<file path="src/rtl/hfu_pkg.sv">
// Shared types for the hazard forwarding unit.
// Assumes a two-bit operand-source code consumed by the ALU input muxes.
package hfu_pkg;
    typedef enum logic [1:0] {
        SRC_REGFILE   = 2'b00,
        SRC_WB_LATCH  = 2'b01,
        SRC_MEM_LATCH = 2'b10
    } opnd_src_e;
endpackage

</file>
<file path="src/rtl/hfu_operand_sel.sv">
// Operand source selector for one ALU input.
// Compares the execute-stage source with the destinations in the memory and
// writeback latches; the memory latch holds the younger result and wins.
// Assumes register 0 is hard-wired zero and a low write enable marks a
// non-writing instruction. 'suppress' forces the register file path.
module hfu_operand_sel
    import hfu_pkg::*;
#(
    parameter int RIDX_W = 5
) (
    input  logic [RIDX_W-1:0] src,
    input  logic [RIDX_W-1:0] mem_rd,
    input  logic              mem_wen,
    input  logic [RIDX_W-1:0] wb_rd,
    input  logic              wb_wen,
    input  logic              suppress,
    output opnd_src_e         sel
);
    logic src_live;
    logic hit_mem;
    logic hit_wb;

    // Qualify the two candidate producers.
    always_comb begin
        src_live = (src != '0) && !suppress;
        hit_mem  = src_live && mem_wen && (mem_rd == src);
        hit_wb   = src_live && wb_wen && (wb_rd == src);
    end

    // Younger producer first, then the older one, else the register file.
    always_comb begin
        if (hit_mem) begin
            sel = SRC_MEM_LATCH;
        end else if (hit_wb) begin
            sel = SRC_WB_LATCH;
        end else begin
            sel = SRC_REGFILE;
        end
    end
endmodule

</file>
<file path="src/rtl/hfu_load_interlock.sv">
// Load-use detector for the decode stage.
// Raises 'stall' when the execute instruction is a writing load whose nonzero
// destination is read by any decode source. Assumes all NUM_SRC sources are
// real reads when nonzero.
module hfu_load_interlock #(
    parameter int RIDX_W  = 5,
    parameter int NUM_SRC = 2
) (
    input  logic [NUM_SRC-1:0][RIDX_W-1:0] id_src,
    input  logic [RIDX_W-1:0]              ex_rd,
    input  logic                           ex_wen,
    input  logic                           ex_is_load,
    output logic                           stall
);
    logic [NUM_SRC-1:0] src_hit;
    logic               producer_ok;

    // A load that writes a real register can block a reader.
    always_comb producer_ok = ex_wen && ex_is_load && (ex_rd != '0);

    // One comparator per decode source.
    for (genvar g = 0; g < NUM_SRC; g++) begin : g_cmp
        always_comb src_hit[g] = (id_src[g] == ex_rd);
    end

    // Stall if the load feeds any decode source.
    always_comb stall = producer_ok && (|src_hit);
endmodule

</file>
<file path="src/rtl/hfu_bubble_track.sv">
// Remembers that the decode/execute latch was loaded with a bubble.
// The bubble keeps the held instruction's source fields, so the flag is used
// to keep those stale fields from steering the operand muxes.
// Synchronous active-low reset.
module hfu_bubble_track (
    input  logic clk,
    input  logic rst_n,
    input  logic bubble_in,
    output logic bubble_in_ex
);
    // Capture the bubble request at each rising edge.
    always_ff @(posedge clk) begin
        if (!rst_n) begin
            bubble_in_ex <= 1'b0;
        end else begin
            bubble_in_ex <= bubble_in;
        end
    end
endmodule

</file>
<file path="src/rtl/hazard_fwd_unit.sv">
// Data-hazard control for a five-stage in-order integer pipeline.
// Produces ALU operand-source selects for the execute instruction and a
// load-use stall for fetch and decode. Assumes the register file writes in
// the first half-cycle and reads in the second, and that reads happen in
// decode and writes in writeback only, so only read-after-write needs care.
module hazard_fwd_unit
    import hfu_pkg::*;
#(
    parameter  int NUM_REGS = 32,
    localparam int RIDX_W   = $clog2(NUM_REGS)
) (
    input  logic              clk,
    input  logic              rst_n,
    input  logic [RIDX_W-1:0] id_rs_a,
    input  logic [RIDX_W-1:0] id_rs_b,
    input  logic [RIDX_W-1:0] ex_rs_a,
    input  logic [RIDX_W-1:0] ex_rs_b,
    input  logic [RIDX_W-1:0] ex_rd,
    input  logic              ex_wen,
    input  logic              ex_is_load,
    input  logic [RIDX_W-1:0] mem_rd,
    input  logic              mem_wen,
    input  logic [RIDX_W-1:0] wb_rd,
    input  logic              wb_wen,
    output logic [1:0]        fwd_sel_a,
    output logic [1:0]        fwd_sel_b,
    output logic              hold_pc,
    output logic              hold_ifid,
    output logic              bubble_idex
);
    localparam int NUM_SRC = 2;

    logic [NUM_SRC-1:0][RIDX_W-1:0] id_src;
    logic [NUM_SRC-1:0][RIDX_W-1:0] ex_src;
    opnd_src_e [NUM_SRC-1:0]        ex_sel;
    logic                           load_use;
    logic                           ex_holds_bubble;

    // Gather the per-operand register numbers.
    always_comb begin
        id_src[0] = id_rs_a;
        id_src[1] = id_rs_b;
        ex_src[0] = ex_rs_a;
        ex_src[1] = ex_rs_b;
    end

    hfu_load_interlock #(
        .RIDX_W (RIDX_W),
        .NUM_SRC(NUM_SRC)
    ) u_interlock (
        .id_src    (id_src),
        .ex_rd     (ex_rd),
        .ex_wen    (ex_wen),
        .ex_is_load(ex_is_load),
        .stall     (load_use)
    );

    hfu_bubble_track u_bubble (
        .clk         (clk),
        .rst_n       (rst_n),
        .bubble_in   (load_use),
        .bubble_in_ex(ex_holds_bubble)
    );

    for (genvar g = 0; g < NUM_SRC; g++) begin : g_opnd
        hfu_operand_sel #(
            .RIDX_W(RIDX_W)
        ) u_sel (
            .src     (ex_src[g]),
            .mem_rd  (mem_rd),
            .mem_wen (mem_wen),
            .wb_rd   (wb_rd),
            .wb_wen  (wb_wen),
            .suppress(ex_holds_bubble),
            .sel     (ex_sel[g])
        );
    end

    // Drive the pipeline control outputs.
    always_comb begin
        fwd_sel_a   = ex_sel[0];
        fwd_sel_b   = ex_sel[1];
        hold_pc     = load_use;
        hold_ifid   = load_use;
        bubble_idex = load_use;
    end
endmodule

</file>
<file path="config.mk">
export PLATFORM = sky130hd
export DESIGN_NAME = hazard_fwd_unit
export DESIGN_NICKNAME = d
export VERILOG_FILES = /design/src/rtl/hfu_pkg.sv /design/src/rtl/hfu_operand_sel.sv /design/src/rtl/hfu_load_interlock.sv /design/src/rtl/hfu_bubble_track.sv /design/src/rtl/hazard_fwd_unit.sv
export SDC_FILE = /design/constraint.sdc
export NUM_CORES = 1
export LEC_CHECK = 0
export ABC_CLOCK_PERIOD_IN_PS = 1900
export BUFFER_PORTS_ARGS = -buffer_cell sky130_fd_sc_hd__buf_2
export CAP_MARGIN = 0
export CORE_AREA = 2 2 39 41
export CTS_BUF_LIST = sky130_fd_sc_hd__clkbuf_4 sky130_fd_sc_hd__clkbuf_8
export DETAILED_ROUTE_END_ITERATION = 12
export DIE_AREA = 0 0 41 43
export PLACE_DENSITY = 0.8
export SYNTH_ARGS = -nofsm -noshare
export SYNTH_HDL_FRONTEND = slang
export SYNTH_SLANG_ARGS = --single-unit
</file>
<file path="constraint.sdc">
create_clock -name clk -period 1.9 [get_ports clk]
set_input_delay 0.19 -clock clk [delete_from_list [all_inputs] [get_ports clk]]
set_output_delay 0.19 -clock clk [all_outputs]
set_load 0.01 [all_outputs]
</file>
==> Yosys cells after proc, flatten, opt, wreduce, memory -nomap -nowiden <==
Index checks and enable logic that the tools add are counted.
W data, S select, Z words.
{ "totals": {"reg_bits": 1, "out_inout_bits": 7} }
{ "op_classes": {"n_eq_ne": 6, "n_reduce_logical": 18, "n_mux": 4} }
{ "ops": {"columns": ["operator", "n"], "rows": [
  ["$eq A5 B5 Y1", 6],
  ["$reduce_bool A5 Y1", 3],
  ["$logic_and A1 B1 Y1", 13],
  ["$mux W2", 2],
  ["$mux W1", 2],
  ["$reduce_or A2 Y1", 1],
  ["$logic_not A1 Y1", 1]
]} }

==> Logic depth before layout (Yosys ltp) <==
{ "logic_depth": {"ltp_word": 6, "mapped_depth": 5} }

==> Hierarchy <==
A second synthesis with hierarchy kept.
{ "unflattened": {"cells_unflattened": 59, "area_unflattened_um2": 471.7} }
{ "modules_own_cells": {"columns": ["module", "cells_per_inst", "seq_area_each_um2", "area_per_inst_um2", "instances"], "rows": [
  ["hfu_operand_sel", 19, 0.0, 148.9, 2],
  ["hfu_load_interlock", 17, 0.0, 132.6, 1],
  ["hfu_bubble_track", 2, 20.0, 26.3, 1],
  ["hazard_fwd_unit", 2, 0.0, 15.0, 1]
]} }

==> Worst setup path before layout <==
No wires, ideal clock.
{ "synth_path": {"path_type": "input to output", "startpoint": "in ex_rd[0]", "endpoint": "out hold_ifid", "t_required_ns": 1.710, "arrival_time_ns": 1.121, "path_buffers": 1, "setup_slack_ns": 0.589, "stages": 4, "cell_sequence": "or4_4 -> o211ai_2 -> nor2_1 -> buf_4"} }
{ "synth_between": {"elab_chain_cells": 3, "word_cells_on_any_way": 6} }
{ "synth_rtl": {"columns": ["element", "line", "source"], "rows": [
  ["start: declaration", "hazard_fwd_unit.sv:18", "input logic [RIDX_W-1:0] ex_rd,"],
  ["$eq A5 B5 Y1 / $reduce_bool A5 Y1 (equally long branches)", "hfu_load_interlock.sv:23, hfu_load_interlock.sv:19", null],
  ["$reduce_or A2 Y1 / $logic_and A1 B1 Y1 (equally long branches)", "hfu_load_interlock.sv:27, hfu_load_interlock.sv:19", null],
  ["$logic_and A1 B1 Y1 *", "hfu_load_interlock.sv:27", "always_comb stall = producer_ok && (|src_hit);"],
  ["end: declaration", "hazard_fwd_unit.sv:28", "output logic hold_ifid,"]
]} }
Mark *: on every way between the ends. The rest lies on a longest branch, timed or not.

==> Worst setup path after layout <==
{ "layout_path": {"startpoint": "in ex_rs_a[1]", "endpoint": "out fwd_sel_a[0]"} }
{ "layout_between": {"elab_chain_cells": 6, "word_cells_on_any_way": 10} }
{ "layout_rtl": {"columns": ["element", "line", "source"], "rows": [
  ["start: declaration", "hazard_fwd_unit.sv:16", "input logic [RIDX_W-1:0] ex_rs_a,"],
  ["$reduce_bool A5 Y1", "hfu_operand_sel.sv:25", "src_live = (src != '0) && !suppress;"],
  ["$logic_and A1 B1 Y1", "hfu_operand_sel.sv:25", null],
  ["$logic_and A1 B1 Y1 (2 in a row)", "hfu_operand_sel.sv:27", "hit_wb = src_live && wb_wen && (wb_rd == src);"],
  ["$mux W1", "hfu_operand_sel.sv:34", "end else if (hit_wb) begin"],
  ["$mux W2 *", "hfu_operand_sel.sv:32", "if (hit_mem) begin"],
  ["end: declaration", "hazard_fwd_unit.sv:25", "output logic [1:0] fwd_sel_a,"]
]} }
Marked as above.

==> results.md <==
* Endpoints failing hold at 0
* Rows at 14
* Max-slew headroom at 77.84%
* Top Registers: u_bubble.bubble_in_ex: 1 flops
* Core region area at 1384 µm²
* Remaining antenna violation count after routing at 0
* Sequential share of power at 14.2%
* # DRC at 0
* Setup tns final at 0 ns
* Global-route usage over all layers at 15.20%
* WHS Path Cells at 3
* Crit Path Class: input pin to output port
* Maximum fanout along the worst path at 3
* Placer Congestion at 0.6779
* Max FFs per register at 1
* Synth warn at 0
* Largest Register: u_bubble.bubble_in_ex
* Pwr dens at 222.6 nW/µm²
* Net Sw Frac at 41.86%
* Combinational share of power at 85.8%
* # port buffers at 47
* Internal at 0.08905 mW
* Post-route setup slack at 0.4438 ns
* Sequential share of the synthesized area at 4.324%
* Peak supply drop at 0.1137 mV
* Area of the multi-input gates at 412.9 µm²
* Status: finished clean
* Initial antenna violation count at 0
* Nets at 146
* Worst-margin pin slew at 0.3293 ns
* Cts hold-fix bufs at 0
* Per-cell routed wire length at 11.37 µm
* Switch Pwr at 0.06411 mW
* Post-Synthesis Cells at 60
* # diodes at 0
* Fill cell count at 133
* Vias in the first global route at 529
* Hpwl dp at 1.259 mm
* Post-synth cell types at 14
* Die X-Extent at 41 µm
* Total number of vias at 569
* Post_cts resized at 0
* Hold crit path type: input pin to flop
* First-pass DRT Iterations at 2
* Finish-stage setup viols at 0
* Final total power at 0.1532 mW
* RSZ-0062 raised after global routing: false
* Hold Crit Endpoint: u_bubble.bubble_in_ex
* Number of buffers added for setup after CTS at 0
* CP Capture Type: output port
* CP startpoint kind: input pin
* Die Area at 1763 µm²
* Fin crit share at 76.64%
* Post-synthesis register bit count at 1
* Post-route minimum period at 1.456 ns
* Io pins at 48
* Starting Density at 33.45%
* CP required at 1.71 ns
* Hold Startpoint: ex_wen
* Mapped Nets at 101
* Pins over their slew limit at 0
* Reg clk slew, reported paths at 0 ns
* Clock power frac at 0%
* Die height at 43 µm
* Fmax at 0.6867 GHz
* Gr ovfl total at 0
* Crit path DAT at 1.27 ns
* Leakage at 0.3629 nW
* 1st-iter DRT viols at 7
* P&R area growth vs syn at 48.65%
* WL final at 1.353 mm
* Max Cap Viol at 0
* First-pass GRT wire length at 1.966 mm
* FF+latch area at 20.02 µm²
* Vias per std cell at 4.782
* Post-synth design cell area at 462.9 µm²
* Largest net degree at the start of global routing at 4
* Share of layout cells above drive strength 1 at 47.57%
* DP Worst Slack at 0.4489 ns
* Post-Syn Area per Cell at 7.716 µm²
-- metrics by stage --
stage	cell area [µm²]	std cells	hold slack (ns)	util (%)
6_report	688.2	119	0.4629	49.73
5_1_grt	688.2	119	0.4792	49.73
4_1_cts	688.2	119	0.4690	49.73
3_5_place_dp	688.2	119	0.4685	49.73
3_3_place_gp	688.2	119	0.4624	49.73
2_1_floorplan	462.9	60	0.3299	-
-- area by class of cell --
class,instances,share of cell area [%]
multi-input combinational,55,60.00
timing repair buffer,47,34.18
sequential,1,2.909
tap,16,2.909
-- cells in the final DEF, fill, tap and decap left out --
cell type / synthesis / final
nand4_1: 2 / 2
nor2_1: 7 / 7
dfxtp_1: 1 / 1
nor3_1: 4 / 4
nor4_1: 4 / 4
xor2_1: 26 / 26
and4_1: 2 / 2
a22oi_1: 1 / 1
or4_4: 1 / 1
a21oi_1: 2 / 2
xnor2_1: 4 / 4
buf_2: 0 / 47
nor3b_1: 1 / 1
o211ai_2: 1 / 1
-- worst max-delay path by stage --
stage	start	endpoint	slack, ns	cells after the start
final	ex_rs_a[1]	fwd_sel_a[0]	0.44	6
after global routing	ex_rs_a[1]	fwd_sel_a[0]	0.42	6
after CTS	ex_rd[0]	bubble_idex	0.45	5
after detailed placement	ex_rd[0]	bubble_idex	0.45	5
after global placement	ex_rd[0]	hold_ifid	0.47	5
after floorplan	ex_rd[0]	hold_ifid	0.59	4
-- per-layer routing --
layer	vias to the layer above	share of wire (%)	track usage, %
met5	-	0	0
met4	0	0	0
met3	0	13	0.5236
met2	42	52	32.81
met1	236	35	14.60
li1	291	-	-
-- cells by family after synthesis --
logic type	after synthesis	synth area share [%]
flip-flops	1	4.324
AO/OA/AOI/OAI	4	6.487
buffers and inverters	4	6.487
AND/OR/NAND/NOR	21	25.95
XOR/XNOR	30	56.76
-- worst max-delay path, cell delays in order --
cell and delay [ns]:
buf_2 0.13, xor2_1 0.14, nor4_1 0.35, and4_1 0.27, nor2_1 0.05, buf_2 0.13
-- power groups by stage --
stage	registers (mW)	logic [mW]	clock network, mW
6_report	0.0218	0.131	0
3_3_place_gp	0.0218	0.127	0
2_1_floorplan	0.0217	0.0593	0
5_1_grt	0.0218	0.144	0
4_1_cts	0.0218	0.132	0
3_5_place_dp	0.0218	0.132	0
-- synthesized netlist by cell type (all sizes together) --
| cell | number | share of area [%] |
|---|---|---|
| buf | 4 | 6.5 |
| o211ai | 1 | 2.7 |
| or4 | 1 | 2.4 |
| xor2 | 26 | 49 |
| nand4 | 2 | 2.7 |
| xnor2 | 4 | 7.6 |
| nor2 | 7 | 5.7 |
| a21oi | 2 | 2.2 |
| and4 | 2 | 3.8 |
| nor4 | 4 | 5.4 |
| nor3 | 4 | 4.3 |
| a22oi | 1 | 1.6 |
| nor3b | 1 | 1.6 |
| dfxtp | 1 | 4.3 |
Note: power is estimated with default switching activity, not from simulation.
